===== src/rtl/pgreq_pkg.sv =====
package pgreq_pkg;
  localparam int NCOL    = 8;
  localparam int COLW    = 5;
  localparam int NDIG    = 7;
  localparam int DIGW    = 4;
  localparam int PTRW    = $clog2(NCOL);
  localparam int CARE_B  = COLW - 1;
  localparam int HOLD_C  = 0;
  localparam int HOLD_B  = 3;
  localparam int SUB_C   = 3;
  localparam int SUB_B   = 3;
  localparam int CHAP_C  = NCOL - 1;
  localparam int CHAPW   = 3;

  // width of the digit held in column c
  function automatic logic [DIGW-1:0] dig_mask(input int c);
    case (c)
      0, 5:    dig_mask = 4'b0111;
      3:       dig_mask = 4'b0011;
      default: dig_mask = 4'b1111;
    endcase
  endfunction
endpackage


===== src/rtl/pgreq_store.sv =====
module pgreq_store
  import pgreq_pkg::*;
(
  input  logic                      clk,
  input  logic                      rst_n,
  input  logic                      wr_valid,
  input  logic                      wr_start,
  input  logic [PTRW-1:0]           wr_col,
  input  logic [COLW-1:0]           wr_data,
  input  logic                      sub_mode,
  output logic [NCOL-1:0][COLW-1:0] cols
);
  logic [PTRW-1:0] ptr;
  logic            spent;
  logic [PTRW-1:0] tgt;
  logic            wr_ok;
  logic [COLW-1:0] wd;

  always_comb begin
    tgt   = wr_start ? wr_col : ptr;
    wr_ok = wr_valid && (wr_start || !spent);
    wd    = wr_data;
    if (tgt == PTRW'(SUB_C) && !sub_mode) wd[SUB_B] = 1'b0;
  end

  always_ff @(posedge clk or negedge rst_n) begin
    if (!rst_n) begin
      cols  <= '0;
      ptr   <= '0;
      spent <= 1'b1;
    end else if (wr_ok) begin
      cols[tgt] <= wd;
      if (tgt == PTRW'(NCOL-1)) begin
        spent <= 1'b1;
      end else begin
        ptr   <= tgt + PTRW'(1);
        spent <= 1'b0;
      end
    end
  end


  drop_chk: assert property (@(posedge clk) disable iff (!rst_n)
    (wr_valid && !wr_start && spent) |=> $stable(cols));

  advance_chk: assert property (@(posedge clk) disable iff (!rst_n)
    (wr_valid && wr_start && wr_col != PTRW'(NCOL-1)) |=>
      (!spent && ptr == $past(wr_col) + PTRW'(1)));

  sub_lock_chk: assert property (@(posedge clk) disable iff (!rst_n)
    (wr_ok && !sub_mode && tgt == PTRW'(SUB_C)) |=> !cols[SUB_C][SUB_B]);
endmodule


===== src/rtl/pgreq_cmp.sv =====
module pgreq_cmp
  import pgreq_pkg::*;
(
  input  logic [NDIG-1:0][COLW-1:0] req,
  input  logic [NDIG-1:0][DIGW-1:0] hdr,
  output logic                      hit
);
  logic [NDIG-1:0] dig_ok;

  for (genvar c = 0; c < NDIG; c++) begin : g_dig
    localparam logic [DIGW-1:0] MSK = dig_mask(c);
    assign dig_ok[c] = !req[c][CARE_B] ||
                       (((req[c][DIGW-1:0] ^ hdr[c]) & MSK) == '0);
  end

  assign hit = &dig_ok;
endmodule


===== src/rtl/pgreq_matcher.sv =====
module pgreq_matcher
  import pgreq_pkg::*;
(
  input  logic       clk,
  input  logic       rst_n,
  input  logic       wr_valid,
  input  logic       wr_start,
  input  logic [2:0] wr_col,
  input  logic [7:0] wr_data,
  input  logic       sub_mode,
  input  logic       hdr_valid,
  input  logic [2:0] hdr_mag,
  input  logic [3:0] hdr_pg_tens,
  input  logic [3:0] hdr_pg_units,
  input  logic [1:0] hdr_hr_tens,
  input  logic [3:0] hdr_hr_units,
  input  logic [2:0] hdr_mn_tens,
  input  logic [3:0] hdr_mn_units,
  output logic       match_o,
  output logic       capture_o,
  output logic       subtitle_o,
  output logic [2:0] chapter_o
);
  logic [NCOL-1:0][COLW-1:0] cols;
  logic [NDIG-1:0][DIGW-1:0] hdr;
  logic                      hit;
  logic                      hold;
  logic                      unused_ok;

  assign unused_ok = ^{wr_data[7:COLW], cols[CHAP_C][COLW-1:CHAPW]};

  pgreq_store u_store (
    .clk      (clk),
    .rst_n    (rst_n),
    .wr_valid (wr_valid),
    .wr_start (wr_start),
    .wr_col   (wr_col),
    .wr_data  (wr_data[COLW-1:0]),
    .sub_mode (sub_mode),
    .cols     (cols)
  );

  assign hdr = {DIGW'(hdr_mn_units), DIGW'(hdr_mn_tens), DIGW'(hdr_hr_units),
                DIGW'(hdr_hr_tens), DIGW'(hdr_pg_units), DIGW'(hdr_pg_tens),
                DIGW'(hdr_mag)};

  pgreq_cmp u_cmp (
    .req (cols[NDIG-1:0]),
    .hdr (hdr),
    .hit (hit)
  );

  assign hold = cols[HOLD_C][HOLD_B];

  always_ff @(posedge clk or negedge rst_n) begin
    if (!rst_n) begin
      match_o   <= 1'b0;
      capture_o <= 1'b0;
    end else begin
      match_o   <= hdr_valid && hit;
      capture_o <= hdr_valid && hit && hold;
    end
  end

  assign subtitle_o = cols[SUB_C][SUB_B] && sub_mode;
  assign chapter_o  = cols[CHAP_C][CHAPW-1:0];


  pulse_chk: assert property (@(posedge clk) disable iff (!rst_n)
    (match_o || capture_o) |-> $past(hdr_valid));

  capture_chk: assert property (@(posedge clk) disable iff (!rst_n)
    capture_o |-> (match_o && $past(hold)));

  miss_chk: assert property (@(posedge clk) disable iff (!rst_n)
    (hdr_valid && cols[1][CARE_B] && cols[1][DIGW-1:0] != hdr_pg_tens) |=> !match_o);
endmodule


===== config.mk =====
export PLATFORM = sky130hd
export DESIGN_NAME = pgreq_matcher
export DESIGN_NICKNAME = d
export VERILOG_FILES = /design/src/rtl/pgreq_pkg.sv /design/src/rtl/pgreq_store.sv /design/src/rtl/pgreq_cmp.sv /design/src/rtl/pgreq_matcher.sv
export SDC_FILE = /design/constraint.sdc
export NUM_CORES = 1
export LEC_CHECK = 0
export ABC_AREA = 1
export CAP_MARGIN = 20
export CORE_MARGIN = 4
export CORE_UTILIZATION = 45
export CTS_CLUSTER_SIZE = 8
export DETAILED_ROUTE_END_ITERATION = 10
export DONT_BUFFER_PORTS = 1
export GPL_TIMING_DRIVEN = 0
export PLACE_DENSITY = 0.62
export SETUP_SLACK_MARGIN = 0.3
export SYNTH_ARGS = -nofsm -noshare
export SYNTH_HDL_FRONTEND = slang
export SYNTH_SLANG_ARGS = --single-unit

===== constraint.sdc =====
create_clock -name clk -period 2.24 [get_ports clk]
set_input_delay 0.336 -clock clk [delete_from_list [all_inputs] [get_ports clk]]
set_output_delay 0.336 -clock clk [all_outputs]
set_load 0.05 [all_outputs]

-- Word level (Yosys, flattened, before mapping)
Cells that the tools add are included.
- add/sub/neg operators: 1
- multipliers: 0
- div/mod/pow operators: 0
- order comparisons: 2
- equality and inequality tests: 2
- shift-type cells: 0
- muxes and demuxes: 6
- bitwise operators: 8
- reduce and logical (&&, ||, !) cells: 32
- operators by type and width (kind ; count):
    $bwmux W40 ; 1
    $logic_not A4 Y1 ; 7
    $xor A4 B4 Y4 ; 4
    $demux W5 S3 ; 1
    $logic_not A1 Y1 ; 9
    $logic_or A1 B1 Y1 ; 8
    $reduce_and A7 Y1 ; 1
    $logic_and A1 B1 Y1 ; 6
    $xor A3 B3 Y3 ; 2
    $mux W5 ; 1
    $lt A3 B4 Y1 const B ; 1
    $add A3 B1 Y3 const B ; 1
    $eq A3 B2 Y1 const B ; 1
    $eq A3 B3 Y1 const B ; 1
    $ge A3 B1 Y1 const B ; 1
    $mux W3 ; 1
    $mux W1 ; 2
    $reduce_and A2 Y1 ; 1
    $xor A2 B2 Y2 ; 1
    $not A1 Y1 ; 1
- register bits: 46
- latch bits: 0
- bits in writable memories: 0
- memory bits (read-only): 0
- bits of input ports: 41
- output and inout port bits: 6
- logic and storage cells: 63
- memories: 0

-- Longest topological paths before layout
- depth after elaboration: 6
- depth in mapped cells: 10
- gate-level depth less buffers: 10

-- Modules after synthesis
A second synthesis with hierarchy kept.
- cell total of the unflattened synthesis: 342
- area total of the unflattened synthesis: 2533.7 µm²
- modules (own cells, without submodules) (module ; times used ; cells each ; area an instance (µm²) ; seq. area each (µm²)):
    pgreq_store ; 1 ; 232 ; 2014.4 ; 1102.3
    pgreq_cmp ; 1 ; 101 ; 440.4 ; 0.0
    pgreq_matcher ; 1 ; 9 ; 78.8 ; 50.0

-- Least setup slack after synthesis
OpenSTA, ideal clock, no wires.
- kind: input-to-reg
- start point: input wr_start
- end point: register u_store.cols[33] (netlist name)
- setup time: 0.148 ns
- arrival time: 1.554 ns
- data required time: 2.092 ns
- setup slack: 0.538 ns
- stages: 9
- path buffers: 0
- cell sequence: inv_2 or2_1 o21ai_2 inv_4 ha_1 ha_1 inv_1 o21ai_0 o21ai_0
- longest elaborated chain between the ends: 6
- elaborated cells between the ends (all ways): 12
- classes of those cells: order compare: 2; eq/ne: 1; mux: 5; reduce/logical: 4
- RTL lines (what ; RTL line ; source):
    start, declared ; pgreq_matcher.sv:7 ; input logic wr_start,
    $mux W3 ; pgreq_store.sv:20 ; tgt = wr_start ? wr_col : ptr;
    $lt A3 B4 Y1 (implied by the code) / $ge A3 B1 Y1 (equally long branches) ; pgreq_store.sv:32 ; cols[tgt] <= wd;
    $logic_and A1 B1 Y1 (implied by the code) ; pgreq_store.sv:32 ;
    $mux W5 (implied by the code) ; pgreq_store.sv:32 ;
    $demux W5 S3 ; -- ;
    $bwmux W40 ; pgreq_store.sv:32 ;
    end signal, assigned by index ; pgreq_store.sv:32 ;
    end, declared ; pgreq_store.sv:11 ; output logic [NCOL-1:0][COLW-1:0] cols
Several ways; a longest one is shown, not always the timed one.
A chain may end at the register's enable or synchronous reset.

-- Final worst setup path
- start point: register u_store.ptr[1]
- end point: register u_store.ptr[2]
- longest elaborated chain between the ends: 4
- elaborated cells between the ends (all ways): 5
- classes of those cells: add/sub: 1; eq/ne: 1; mux: 1; bitwise: 1; reduce/logical: 1
- RTL lines (what ; RTL line ; source):
    start, declared ; pgreq_store.sv:13 ; logic [PTRW-1:0] ptr;
    start signal, assigned ; pgreq_store.sv:36 ; ptr <= tgt + PTRW'(1);
    $mux W3 (*) ; pgreq_store.sv:20 ;
    parallel branches: the longest is 3 deep, another holds $add A3 B1 Y3 ; -- ;
Every way passes the cells marked *.

==> metrics <==
status finished clean; Cell Count, Final, Fillers Out 346; Die Wd 77.4 um; Seq cells post-synth 42; gr usage total 15.6%; Layout fillers 443; CTS Buf Count 5; post-synthesis cell type count 21; Max Cap Viol 0; clk sink count 42; most numerous cell in the Yosys netlist nand2_1; Cell Count Post-Placement 336; peak supply drop 0.713 mV; Async SR Flop Fraction 100%; clock buffer depth 2; synth-to-layout area growth 9.57%; HPWL Detailed 3080 um; Core ar. 4500 um2; predominant post-synthesis flop cell dfrtp_1; Relative slew margins 70.0%; clk slew on worst S/H paths 0.08 ns; share of layout cells above drive strength 1 11.2%; RePlAce Congestion 0.811; nets 337; via count 1654; clk root buf clkbuf_8; Crit path required time 2.42 ns; minimum clock period 1.71 ns; EDFF count, synth 0; register area share after synthesis 48.5%; vias in the first global route 1700; total wire length 4280 um; Overflow after GRT 0; DRC Markers 0; CP Launch Type flip-flop; post-synth top area share 47.3%; final hold slack 0.165 ns; Worst-Skew Late Latency 0.29 ns; initial antenna violation count 0; global-route wire length before repair 7400 um; Cell Rows 24; syn_nets 328; Iteration-0 DRC Markers 76; 1st-pass router iterations 4; largest net degree at the start of global routing 43; Die Ht 77.4 um; final worst path period share 76.5%; maximum fanout along the worst path 5; LEAKAGE 1.27 nW; Antenna Nets Post-Route 0; Post-synth top cells nand2_1, inv_1, dfrtp_1, o21ai_1, nor2_1; Post-Layout Inst Area 2380 um2; number of setup violations in the final report 0; Antenna Cells 0; Post-Synthesis Cells 284; critical path data arrival time 1.89 ns; post-synth top area cell dfrtp_1; worst slew pin tran 0.450 ns; IO Pins 47; RSZ-0062 raised after global routing false; WS Path Type reg2reg; Tightest Hold Check Type in2reg; count of final hold-check violations 0; Port-buffer cells 0; Pwr Density 1230 nW/um2; Vias per Instance 4.78; synthesized cell area 2170 um2; Fmax achieved 584 MHz; fin. max-slew vios 0; Synth area leaders dfrtp_1, nand2_1, inv_1, o21ai_1, nor2_1; die area 6000 um2; crit path capture type flip-flop; Avg Cell Area, Syn 7.64 um2; clk_skew 0.00701 ns; Post-Place Cell Area 2230 um2; H-tree depth 2; synth warn 0; CTS tree done; Starting Density 48.2%; post-DR wirelength/cell 12.4 um
==> critical path: stages (launching register included) <==
cell,delay (ns)
dfrtp_1,0.39
o21ai_2,0.28
inv_4,0.09
ha_1,0.21
ha_1,0.18
nor2_1,0.18
inv_1,0.12
nand2_1,0.07
o21ai_0,0.07
==> flip-flops by register name, indices dropped and copies added (netlist names) <==
signal / cells
u_store.ptr: 3
match_o: 1
capture_o: 1
u_store.spent: 1
u_store.cols: 36
==> stage by stage <==
step / setup TNS, ns / worst slack [ns] / util [%] / total power, W
2_1_floorplan: 0 / 0.538 / - / 0.00216
3_3_place_gp: 0 / 0.0558 / 49.6 / 0.00230
3_5_place_dp: -0.00808 / -0.00808 / 49.6 / 0.00234
4_1_cts: 0 / 0.390 / 52.7 / 0.00295
5_1_grt: 0 / 0.389 / 52.8 / 0.00318
6_report: 0 / 0.527 / 52.8 / 0.00293
==> cells in the final DEF (no fill, tap or decap), types with 2 or more instances in the layout <==
master,n
xnor2_1,8
o21ai_1,26
ha_1,3
o21ai_2,5
nor2_4,3
clkbuf_8,5
nor2_1,19
nand2_1,105
buf_4,3
clkinv_2,2
inv_4,2
or2_1,2
o21ai_0,10
dfrtp_1,41
nand3_1,2
nand2_2,7
inv_1,42
==> layer usage <==
metal / global-route usage (%) / up-vias / share of wire [%]
met4: 5.34 / 0 / 1.5
met5: 0 / - / 0
met1: 19.3 / 741 / 48
li1: - / 875 / -
met2: 26.3 / 31 / 46
met3: 4.17 / 7 / 4.2
==> area by class of cell <==
| class | instances | area, um2 | area share (%) |
|---|---|---|---|
| Buffer | 3 | 22.5 | 0.947 |
| Clock buffer | 5 | 68.8 | 2.89 |
| Clock inverter | 3 | 40.0 | 1.68 |
| Inverter | 45 | 174 | 7.32 |
| Multi-Input combinational cell | 194 | 925 | 38.9 |
| Sequential cell | 42 | 1050 | 44.3 |
| Tap cell | 52 | 65.1 | 2.74 |
| Timing Repair Buffer | 2 | 30.0 | 1.26 |
==> path summary, 6_finish.rpt <==
path / from / end / slack (ns) / cells after the start
setup / recovery: u_store.ptr[1]$_DFFE_PN0P_ / u_store.ptr[2]$_DFFE_PN0P_ / 0.53 / 8
hold / removal: wr_valid / u_store.spent$_DFFE_PN1P_ / 0.16 / 2
setup reg to reg: u_store.ptr[1]$_DFFE_PN0P_ / u_store.ptr[2]$_DFFE_PN0P_ / 0.53 / 8
hold reg to reg: u_store.cols[34]$_DFFE_PN0P_ / u_store.cols[34]$_DFFE_PN0P_ / 0.49 / 2
max in group asynchronous: rst_n / u_store.spent$_DFFE_PN1P_ / 1.47 / 2
min in group asynchronous: rst_n / u_store.cols[12]$_DFFE_PN0P_ / 0.50 / 2
==> where the power goes <==
| part | leakage [nW] | internal, W | switching, W |
|---|---|---|---|
| logic | 0.691 | 0.000405 | 0.000579 |
| clock network | 0.0579 | 0.000328 | 0.000261 |
| registers | 0.526 | 0.00110 | 0.000250 |
==> cells by family (layout without fill, tap and decap cells) <==
| kind of cell | after synthesis | count (layout) | synth area share, % |
|---|---|---|---|
| compound gates | 44 | 44 | 11.1 |
| fa+ha+maj | 3 | 3 | 1.73 |
| buf+inv | 48 | 58 | 9.05 |
| simple gates | 139 | 139 | 26.4 |
| xor+xnor | 8 | 8 | 3.23 |
| flops | 42 | 42 | 48.5 |
==> timing repair <==
| item | 4_1_cts | 5_1_grt |
|---|---|---|
| gates resized for setup | 1 | 1 |
| setup endpoints to repair | 6 | 1 |
| cloned | 0 | 0 |
| buffers inserted | 0 | 0 |
| hold buffers | 2 | 0 |
| endpoints found under the hold margin | 42 | 0 |
Note: power is estimated with default switching activity, not from simulation.
